`src/rtl/serial_audio_rx.sv`:
```
`timescale 1ns/1ps
module serial_audio_rx #(
  parameter int SW    = 24,
  parameter int SLOTS = 32,
  parameter int CW    = 6
) (
  input  logic          clk,
  input  logic          rst_n,
  input  logic          bclk,
  input  logic          lrclk,
  input  logic          sdata,
  input  logic [1:0]    pin_fmt,
  input  logic [1:0]    reg_fmt,
  input  logic [1:0]    rj_len,
  input  logic          pack_en,
  output logic [SW-1:0] left_out,
  output logic [SW-1:0] right_out,
  output logic          pair_valid
);
  localparam int KW = $clog2(SW + 1);
  localparam logic [1:0] F_RJ = 2'd0, F_I2S = 2'd1, F_LJ = 2'd2, F_DSP = 2'd3;
  localparam logic [CW-1:0] CMAX  = '1;
  localparam logic [CW-1:0] OFS_A = CW'(SLOTS - SW);
  localparam logic [CW-1:0] OFS_B = CW'(SLOTS - SW + 4);
  localparam logic [CW-1:0] OFS_C = CW'(SLOTS - SW + 8);

  logic [1:0]    fmt;
  logic [6:0]    cfg, cfg_q;
  logic          s_bclk, s_bclk_d, s_lr, s_sd;
  logic          primed, synced, lr_prev, half_right, have_left;
  logic [CW-1:0] cnt, idx, first_idx;
  logic [KW-1:0] k, base_k;
  logic [SW-1:0] acc, base_acc, acc_n, lhold;
  logic          dsp, ev, start_ev, take, fin;

  assign fmt = (reg_fmt != 2'd0) ? reg_fmt : pin_fmt;
  assign cfg = {pin_fmt, reg_fmt, rj_len, pack_en};
  assign dsp = (fmt == F_DSP);
  assign ev  = dsp ? (s_bclk_d & ~s_bclk) : (s_bclk & ~s_bclk_d);
  assign start_ev = ev & primed & (dsp ? (s_lr & ~lr_prev) : (s_lr ^ lr_prev));
  assign fin      = start_ev & synced;
  assign idx      = start_ev ? '0 : cnt;
  assign base_k   = start_ev ? '0 : k;
  assign base_acc = start_ev ? '0 : acc;

  always_comb begin
    case (fmt)
      F_I2S:   first_idx = CW'(1);
      F_RJ:    first_idx = pack_en ? '0 :
                           (rj_len == 2'd1) ? OFS_B :
                           (rj_len == 2'd2) ? OFS_C : OFS_A;
      default: first_idx = '0;
    endcase
  end

  assign take = ev & (synced | start_ev) & (base_k < KW'(SW)) &
                (dsp ? ~s_lr : (idx >= first_idx));

  always_comb begin
    acc_n = base_acc;
    if (take) acc_n[SW-1-int'(base_k)] = s_sd;
  end

  always_ff @(posedge clk or negedge rst_n) begin
    if (!rst_n) begin
      cfg_q <= '0; s_bclk <= 1'b0; s_bclk_d <= 1'b0; s_lr <= 1'b0; s_sd <= 1'b0;
      primed <= 1'b0; synced <= 1'b0; lr_prev <= 1'b0; half_right <= 1'b0;
      have_left <= 1'b0; cnt <= '0; k <= '0; acc <= '0; lhold <= '0;
      left_out <= '0; right_out <= '0; pair_valid <= 1'b0;
    end else begin
      cfg_q <= cfg;
      s_bclk <= bclk; s_bclk_d <= s_bclk; s_lr <= lrclk; s_sd <= sdata;
      pair_valid <= 1'b0;
      if (cfg != cfg_q) begin
        primed <= 1'b0; synced <= 1'b0; have_left <= 1'b0;
      end else if (ev) begin
        primed  <= 1'b1;
        lr_prev <= s_lr;
        if (start_ev) begin
          synced     <= 1'b1;
          half_right <= dsp ? (synced & ~half_right) :
                        ((fmt == F_I2S) ? s_lr : ~s_lr);
        end
        if (fin) begin
          if (!half_right) begin
            lhold <= acc; have_left <= 1'b1;
          end else if (have_left) begin
            left_out <= lhold; right_out <= acc;
            pair_valid <= 1'b1; have_left <= 1'b0;
          end
        end
        acc <= acc_n;
        k   <= base_k + KW'(take);
        cnt <= (idx == CMAX) ? idx : idx + CW'(1);
      end
    end
  end
endmodule


```
`config.mk`:
```
export PLATFORM = sky130hd
export DESIGN_NAME = serial_audio_rx
export DESIGN_NICKNAME = d
export VERILOG_FILES = /design/src/rtl/serial_audio_rx.sv
export SDC_FILE = /design/constraint.sdc
export NUM_CORES = 1
export LEC_CHECK = 0
export ABC_AREA = 0
export CAP_MARGIN = 30
export CORE_MARGIN = 1.5
export CORE_UTILIZATION = 53
export CTS_CLUSTER_SIZE = 8
export DETAILED_ROUTE_END_ITERATION = 8
export DONT_BUFFER_PORTS = 1
export GPL_TIMING_DRIVEN = 0
export PLACE_DENSITY = 0.71
export SKIP_LAST_GASP = 1
export SLEW_MARGIN = 0
export SYNTH_ARGS = -nofsm -noshare
export SYNTH_HDL_FRONTEND = slang
export SYNTH_SLANG_ARGS = --single-unit
```
`constraint.sdc`:
```
create_clock -name clk -period 4.4 [get_ports clk]
set_clock_uncertainty 0.1 [all_clocks]
set_input_delay 0.88 -clock clk [delete_from_list [all_inputs] [get_ports clk]]
set_output_delay 0.88 -clock clk [all_outputs]
set_load 0.05 [all_outputs]
```
==> results of run 1 <==
## per-layer routing
metal  GRT usage [%]  wire, µm
met4           14.47       453
met2           38.99      6616
met3           6.754      1027
met5               0         0
met1           30.82      5622
## final timing paths
path	start	to	slack [ps]	cells after the start
hold reg to reg	s_bclk	s_bclk_d	390	0
hold / removal	rst_n	half_right	190	1
min in group clk	sdata	s_sd	280	0
max in group asynchronous	rst_n	k[4]	3490	1
setup reg to reg	s_lr	k[4]	210	16
setup / recovery	s_lr	k[4]	210	16
## registers in the layout, summed over array words and instances (netlist names), 5 cells and up
signal,flops
acc,24
cfg_q,7
cnt,6
k,5
left_out,24
lhold,24
right_out,24
## final cells by class
cell class                 instances  share of cell area [%]
clock buffer                      19                   6.502
inverter                          11                  0.6078
tap                              140                   2.579
clock inverter                    13                   2.413
sequential                       124                   45.68
multi-input combinational        319                   38.88
timing repair buffer               5                  0.8473
buffer                            35                   2.487
## worst reg2reg max path: stages (launching register included)
cell and delay, ps:
dfrtp_1 430, ha_1 330, and4bb_2 330, and3_2 310, nor2_4 80, clkbuf_4 210
and2_1 170, ha_1 320, and3_1 190, a221o_1 370, o32ai_4 310, a21oi_1 70
ha_1 240, ha_1 210, and2_1 150, nand4_1 100, mux2i_1 190
## synthesized netlist by cell type (3+ instances only)
cell	n	share of area, %
inv_1	11	0.70
o311ai_0	6	0.89
mux2_4	20	5.1
mux2i_1	3	0.51
nor3_2	3	0.51
mux2_2	54	10
or2_2	5	0.53
nand2_1	37	2.3
nand3_1	7	0.59
or4_1	3	0.38
dfrtp_1	124	52
nor3_1	7	0.59
o2111ai_1	5	0.74
clkbuf_1	23	1.5
o31ai_1	13	1.6
o21ai_0	15	1.3
o211ai_1	19	2.4
xor2_1	9	1.3
nand2b_1	5	0.53
nor2_1	8	0.51
nor3b_1	15	1.9
a21oi_1	9	0.76
nand3b_1	4	0.51
and2_1	8	0.85
nor4_1	5	0.53
nand4_1	7	0.74
buf_2	10	0.85
o221ai_1	7	1.0
or3b_2	5	0.74
ha_1	8	1.7
## repair_timing
action	4_1_cts	5_1_grt
hold endpoints to repair	124	0
gates resized for setup	3	5
hold buffers	1	0
endpoints found under the setup margin	15	12
pin swaps	1	1
buffers inserted	1	3
## cells by family (layout without fill, tap and decap cells)
kind of cell | count (synthesis) | count (layout) | synth area share [%]
adders and majority gates | 8 | 8 | 1.690
DFF | 124 | 124 | 52.40
muxes | 77 | 77 | 15.85
and+or+nand+nor | 132 | 132 | 13.44
AOI/OAI and AO/OA | 93 | 93 | 11.79
xor gates and xnor gates | 9 | 9 | 1.331
buffers and inverters | 47 | 83 | 3.507
## report_power, final
part           leakage [nW]  switching, mW  total, mW  internal, mW
clock network         0.283          0.506       1.40         0.894
registers              1.69        0.00742       1.16          1.15
logic                  1.19         0.0582     0.0833        0.0251
total                  3.17          0.572       2.64          2.07
## stage by stage
stage               std cells  hold WS, ps  setup TNS, ps
floorplan                 490        316.4              0
global placement          630        348.6          -8168
detailed placement        630        363.5         -10040
CTS                       663        244.9              0
global route              666        248.5         -1.931
finish                    666        190.4              0
==> results.cfg, run 1 <==
[logic_synthesis]
synth_seq_cells = 124
synth.avg_cell_area_um2 = 12.09
synth.cell_area_mm2 = 0.005922
ys.flop_type = dfrtp_1
yosysSeqAreaShare_pct = 52.40
synth_fp_nets = 510
yosys.cell_types.count = 57
yosys_warnings = 0
synthArstFlopShare_pct = 100.0
synth-edff-count = 0
netlist_instances = 490

[timing]
hold_violations = 0
fin_crit_ps = 4191
maxSlewViolCount = 0
fin_crit_sh_pct = 95.25
tightestPinTransition_ps = 1066
setup_viol = 0
max_slew_margin_pct = 28.15
final.setup.worst_slack_ps = 208.8
max_freq_mhz = 238.6

[setup_path]
worstSetupPathType = flop to flop
cp.required_ps = 4740
critPathMostFrequentCell = ha_1
cp_cell_sequence = ha_1, and4bb_2, and3_2, nor2_4, clkbuf_4, and2_1, ha_1, and3_1, a221o_1, o32ai_4, a21oi_1, ha_1, ha_1, and2_1, nand4_1, mux2i_1
start_kind = flop
cp-end-kind = flop
worstPathArrival_ps = 4530
cp_top_family = simple AND/OR/NAND/NOR gates
critPathSlowestCell = dfrtp_1
max_stage_delay_ps = 430
critPathMaxFanout = 10
crit_buf_inv = 1

[pwr]
power.density_mw_per_mm2 = 388.7
finalPower_mw = 2.640
p_leak_nw = 3.170
vdd_ir_drop_max_mv = 0.2648

[job]
cap_violations = 0

[global_routing]
grt_pass1_vias = 4281
grt_usage_pct = 24.84
grt_overflow = 0
grt_max_degree = 125
antenna_found_initial = 0
grt_pass1_wl_mm = 22.13

[cells_and_area]
final_common_cell = dfrtp_1
multi_input_area_mm2 = 0.002641
register_area_mm2 = 0.003103
drive_gt1_share_pct = 28.90
post-route-util_pct = 62.39
final_cell_mix = 124 x dfrtp_1, 54 x mux2_2, 37 x nand2_1
post-route-cell-area_mm2 = 0.006793
nets = 533
antenna_cells = 0
area_growth_pct = 14.71
nFillCells = 800

[clocking]
cts.sinks = 124
clkTransAtPathRegs_ps = 60
cts_buffers = 17
clk_latency_ps = 520
htree_num_levels = 4
clockRootBuffer = clkbuf_8
cts_buffer_depth = 2
cts_tree = yes

[route]
routed_wl_mm = 13.72
wl_per_cell_um = 20.60
drt-vias-per-instance = 6.317
drc_errors = 0
drtIter0Drc = 372
vias = 4207
antenna_left = 0
drtPass1Iterations = 6

[place]
place.gp.congestion = 0.9018
io_buffer_count = 0
post-dp-hpwl_mm = 9.097
place_ws_ps = -618.0
post_dp_cell_area_mm2 = 0.006117

[floorplanning]
chipHeight_um = 108.7
rows = 38
die-area_mm2 = 0.01182
dieWidth_um = 108.7
initial_core_util_pct = 54.39
core_area_mm2 = 0.01089
ioPinCount = 61

[worst_hold_path]
hold_path.class = input port to asynchronous set/reset pin

[run_status]
status = completed
Note: power is estimated with default switching activity, not from simulation.
==> inputs of run 2 (changes only) <==
Settings changed: PLACE_DENSITY 0.71 to 0.68.
Clock period 4.4 ns to 5 ns, I/O delays scaled along.
==> run 2 against run 1 <==
  * Final cell count decreased by 0.60%
  * Clock-buffer cell count up 2
  * Register-to-register slack better by 60 ps
  * Critical path depth up 1
  * Design area decreased by 1.8%
  * Largest cell class unchanged
  * Sequential power shrank 12%
==> results.cfg, run 2 (synthesis results as in run 1) <==
[cells_and_area]
drive_gt1_share_pct = 26.82
post-route-util_pct = 61.25
post-route-cell-area_mm2 = 0.006669
area_growth_pct = 12.61
final_cell_mix = 124 x dfrtp_1, 54 x mux2_2, 37 x nand2_1
antenna_cells = 0
nets = 529
nFillCells = 832
final_common_cell = dfrtp_1

[setup_path]
worst_r2r_startpoint = s_lr
startpoint = s_lr
reg2regPathDepth = 17
critPathMaxFanout = 18
worstPathArrival_ps = 5070
rr_endpoint = k[4]
crit_end = k[4]
cp.required_ps = 5340
max_stage_delay_ps = 470
critPathMostFrequentCell = ha_1
critPathSlowestCell = o32ai_2
cp_cell_sequence = ha_1, and4bb_2, and3_1, clkbuf_1, nor2_4, and2_1, ha_1, and3_1, a221o_1, o32ai_2, buf_2, a21oi_1, ha_1, ha_1, and2_1, nand4_1, mux2i_1
worstSetupPathType = flop to flop
reg2reg_slack_ps = 270
start_kind = flop
cp-end-kind = flop

[run_status]
status = completed

[clocking]
clk_latency_ps = 520
post-cts-setup-buffer-count = 0
hold_buffers = 0
clkTransAtPathRegs_ps = 60
cts_tree = yes
htree_num_levels = 4
cts.sinks = 124
cts_buffer_depth = 2
clockRootBuffer = clkbuf_8
cts_buffers = 17

[pwr]
finalPower_mw = 2.230
vdd_ir_drop_max_mv = 0.1874
p_leak_nw = 3.112
power.density_mw_per_mm2 = 334.3

[global_routing]
grt_pass1_wl_mm = 21.68
antenna_found_initial = 0
grt_usage_pct = 24.30
grt_max_degree = 125
grt_overflow = 0
grt_pass1_vias = 4073

[timing]
fin_crit_ps = 4729
maxSlewViolCount = 0
tightestPinTransition_ps = 1035
setup_viol = 0
whs_ps = 71.58
hold_violations = 0
rsz0062_at_grt = false
max_slew_margin_pct = 30.25
max_freq_mhz = 211.4
fin_crit_sh_pct = 94.59

[floorplanning]
dieWidth_um = 108.7
chipHeight_um = 108.7
rows = 38
ioPinCount = 61
core_area_mm2 = 0.01089
die-area_mm2 = 0.01182
initial_core_util_pct = 54.39

[route]
wl_per_cell_um = 20.19
routed_wl_mm = 13.37
drt-vias-per-instance = 6.116
drtIter0Drc = 337
drc_errors = 0
vias = 4049
antenna_left = 0
drtPass1Iterations = 5

[place]
post-dp-hpwl_mm = 8.932
place.gp.congestion = 0.8922
post_dp_cell_area_mm2 = 0.006102
io_buffer_count = 0

[job]
cap_violations = 0

[worst_hold_path]
hold_path.class = input port to asynchronous set/reset pin
-- run 2: cell types whose count changed in the layout (fill, tap and decap cells not counted), moves of 2 or more --
cell	previous run	this run
clkbuf_2	2	0
buf_4	5	1
clkinv_2	2	4
clkbuf_1	19	25
-- run 2: critical path, delay by kind of cell, from the launching register on --
| family | cells | cell delay (ps) |
|---|---|---|
| buffers and inverters | 2 | 620 |
| adders and majority gates | 4 | 1130 |
| AOI/OAI and AO/OA | 3 | 860 |
| DFF | 1 | 450 |
| and+or+nand+nor | 7 | 1300 |
| muxes | 1 | 190 |
-- run 2: final cells by class --
class,count,area [µm²],share of cell area [%]
flip-flops and latches,124,3103,46.53
multi-input cells,319,2624,39.34
clock buffers,21,439.2,6.585
well taps,140,175.2,2.627
plain buffers,35,162.7,2.439
clock inverters,11,118.9,1.782
inverters,11,41.29,0.6191
repair buffers,1,5.005,0.07505
-- run 2: how the worst min path moves through the flow --
stage	start	slack [ps]	cells past startpoint	end
after global placement	s_bclk	350	0	s_bclk_d
final	rst_n	70	0	left_out[18]
after global routing	rst_n	40	0	left_out[18]
after floorplan	s_bclk	320	0	s_bclk_d
after CTS	rst_n	50	0	left_out[18]
after detailed placement	s_bclk	380	0	s_bclk_d
-- run 2: layer usage --
metal | part of all wire (%) | GRT usage (%)
met1 | 45 | 31.82
met2 | 48 | 39.31
met3 | 5.3 | 6.097
met4 | 1.5 | 8.459
met5 | 0 | 0
-- run 2: stage by stage --
stage | setup TNS (ps) | worst slack [ps] | cells
floorplan | 0 | 186.2 | 490
global placement | -5920 | -787.0 | 630
detailed placement | -5305 | -708.0 | 631
CTS | 0 | 69.07 | 663
global route | 0 | 32.07 | 662
finish | 0 | 270.7 | 662
-- run 2: what timing repair did --
item	4_1_cts	5_1_grt
endpoints found under the hold margin	0	0
endpoints found under the setup margin	3	11
gates resized for setup	2	0
-- run 2: power by group --
group	switching (mW)	internal, mW
Sequential	0.00654	1.01
Combinational	0.0312	0.0191
Clock	0.442	0.719
Total	0.479	1.75
==> inputs of run 3 (changes only) <==
==> constraint.sdc (replaced) <==
create_clock -name clk -period 5 [get_ports clk]
set_clock_uncertainty 0.1 [all_clocks]
set_input_delay 0.5 -clock clk [delete_from_list [all_inputs] [get_ports clk]]
set_output_delay 0.5 -clock clk [all_outputs]
set_load 0.05 [all_outputs]
==> run 3 against run 2 <==
  * Sequential cell count did not move
  * Clock power barely moved
  * Largest cell class unchanged
  * Fmax rose by 0.43%
  * Sequential power barely moved
  * Via count rose by 1.4%
  * Design area rose by 2.1%
  * Non-clock buffer count rose by 12
  * Total power rose by 1.4%
  * Clock-buffer cell count did not move
  * Die area did not move
  * Critical path type unchanged
==> results.cfg, run 3 (synthesis results as in run 1) <==
[pwr]
p_leak_nw = 3.170
finalPower_mw = 2.260
vdd_ir_drop_max_mv = 0.1879
power.density_mw_per_mm2 = 332.0

[cells_and_area]
area_growth_pct = 14.94
antenna_cells = 0
final_common_cell = dfrtp_1
drive_gt1_share_pct = 26.40
post-route-util_pct = 62.51
final_cell_mix = 124 x dfrtp_1, 54 x mux2_2, 37 x nand2_1
nets = 541

[clocking]
cts_buffer_depth = 2
cts.sinks = 124
htree_num_levels = 4
post-cts-setup-buffer-count = 0
clockRootBuffer = clkbuf_8
cts_tree = yes
clkTransAtPathRegs_ps = 60
cts_buffers = 17
clk_latency_ps = 520

[setup_path]
cp-end-kind = flop
start_kind = flop
worstSetupPathType = flop to flop
critPathMaxFanout = 18
cp.required_ps = 5340
reg2reg_slack_ps = 290
worstPathArrival_ps = 5050
reg2regPathDepth = 17

[route]
drtPass1Iterations = 5
routed_wl_mm = 13.47
drc_errors = 0
antenna_left = 0
vias = 4105
drtIter0Drc = 340
wl_per_cell_um = 19.99
drt-vias-per-instance = 6.091

[place]
io_buffer_count = 0
place.gp.congestion = 0.8922
place_ws_ps = -230.2
post-dp-hpwl_mm = 8.932

[global_routing]
grt_usage_pct = 24.56
grt_pass1_wl_mm = 21.91
antenna_found_initial = 0
grt_pass1_vias = 4127
grt_max_degree = 125
grt_overflow = 0

[timing]
fin_crit_sh_pct = 94.18
rsz0062_at_grt = false
maxSlewViolCount = 0
whs_ps = 395.7
fin_crit_ps = 4709
tightestPinTransition_ps = 1048
max_freq_mhz = 212.4
max_slew_margin_pct = 29.41
hold_violations = 0
setup_viol = 0
final.setup.worst_slack_ps = 291.1

[floorplanning]
rows = 38
chipHeight_um = 108.7
initial_core_util_pct = 54.39
dieWidth_um = 108.7
die-area_mm2 = 0.01182
core_area_mm2 = 0.01089
ioPinCount = 61

[worst_hold_path]
hold_path.class = flop to flop
hold_depth = 0

[job]
cap_violations = 0

[run_status]
status = completed
-- run 3: area by class of cell --
| class | count | area [µm²] |
|---|---|---|
| buffer | 35 | 162.7 |
| clock buffer | 21 | 439.2 |
| clock inverter | 11 | 118.9 |
| fill | 820 | 4081 |
| inverter | 11 | 41.29 |
| multi-input combinational | 319 | 2624 |
| sequential | 124 | 3103 |
| tap | 140 | 175.2 |
| timing repair buffer | 13 | 142.6 |
-- run 3: layer usage --
layer / track usage (%) / wire [µm] / share of wire (%) / up-vias
met1: 31.71 / 5918 / 44 / 2033
met2: 39.80 / 6500 / 48 / 156
met4: 9.211 / 263 / 2.0 / 0
met3: 6.336 / 788 / 5.8 / 27
met5: 0 / 0 / 0 / -
li1: - / - / - / 1889
-- run 3: power by group --
group          leakage [nW]  internal, mW  total, mW  switching [mW]
Combinational          1.21        0.0270     0.0784          0.0514
Clock                 0.264         0.719       1.16           0.444
Sequential             1.69          1.01       1.02         0.00661
-- run 3: through the flow --
step	instance area, µm²	TNS [ps]	instances
global placement	6097	-479.1	630
floorplan	5922	0	490
finish	6807	0	674
global route	6807	0	674
CTS	6810	0	675
detailed placement	6102	-252.4	631
-- run 3: critical path, cell delays in order (launching register included) --
cell,delay (ps)
dfrtp_1,440
ha_1,340
and4bb_2,310
and3_1,150
clkbuf_1,330
nor2_4,180
and2_1,210
ha_1,320
and3_1,190
a221o_1,330
o32ai_2,470
buf_2,270
a21oi_1,60
ha_1,240
ha_1,220
and2_1,160
nand4_1,100
mux2i_1,190
-- run 3: path summary, 6_finish.rpt --
path,from,end
setup / recovery,s_lr,k[4]
hold / removal,s_bclk,s_bclk_d
setup reg to reg,s_lr,k[4]
hold reg to reg,s_bclk,s_bclk_d
max in group asynchronous,rst_n,right_out[11]
min in group asynchronous,rst_n,left_out[18]
-- run 3: what timing repair did --
item                       CTS  global route
hold buffers                12             0
setup endpoints to repair    3            11
hold endpoints to repair   134             0
gates resized for setup      2             0
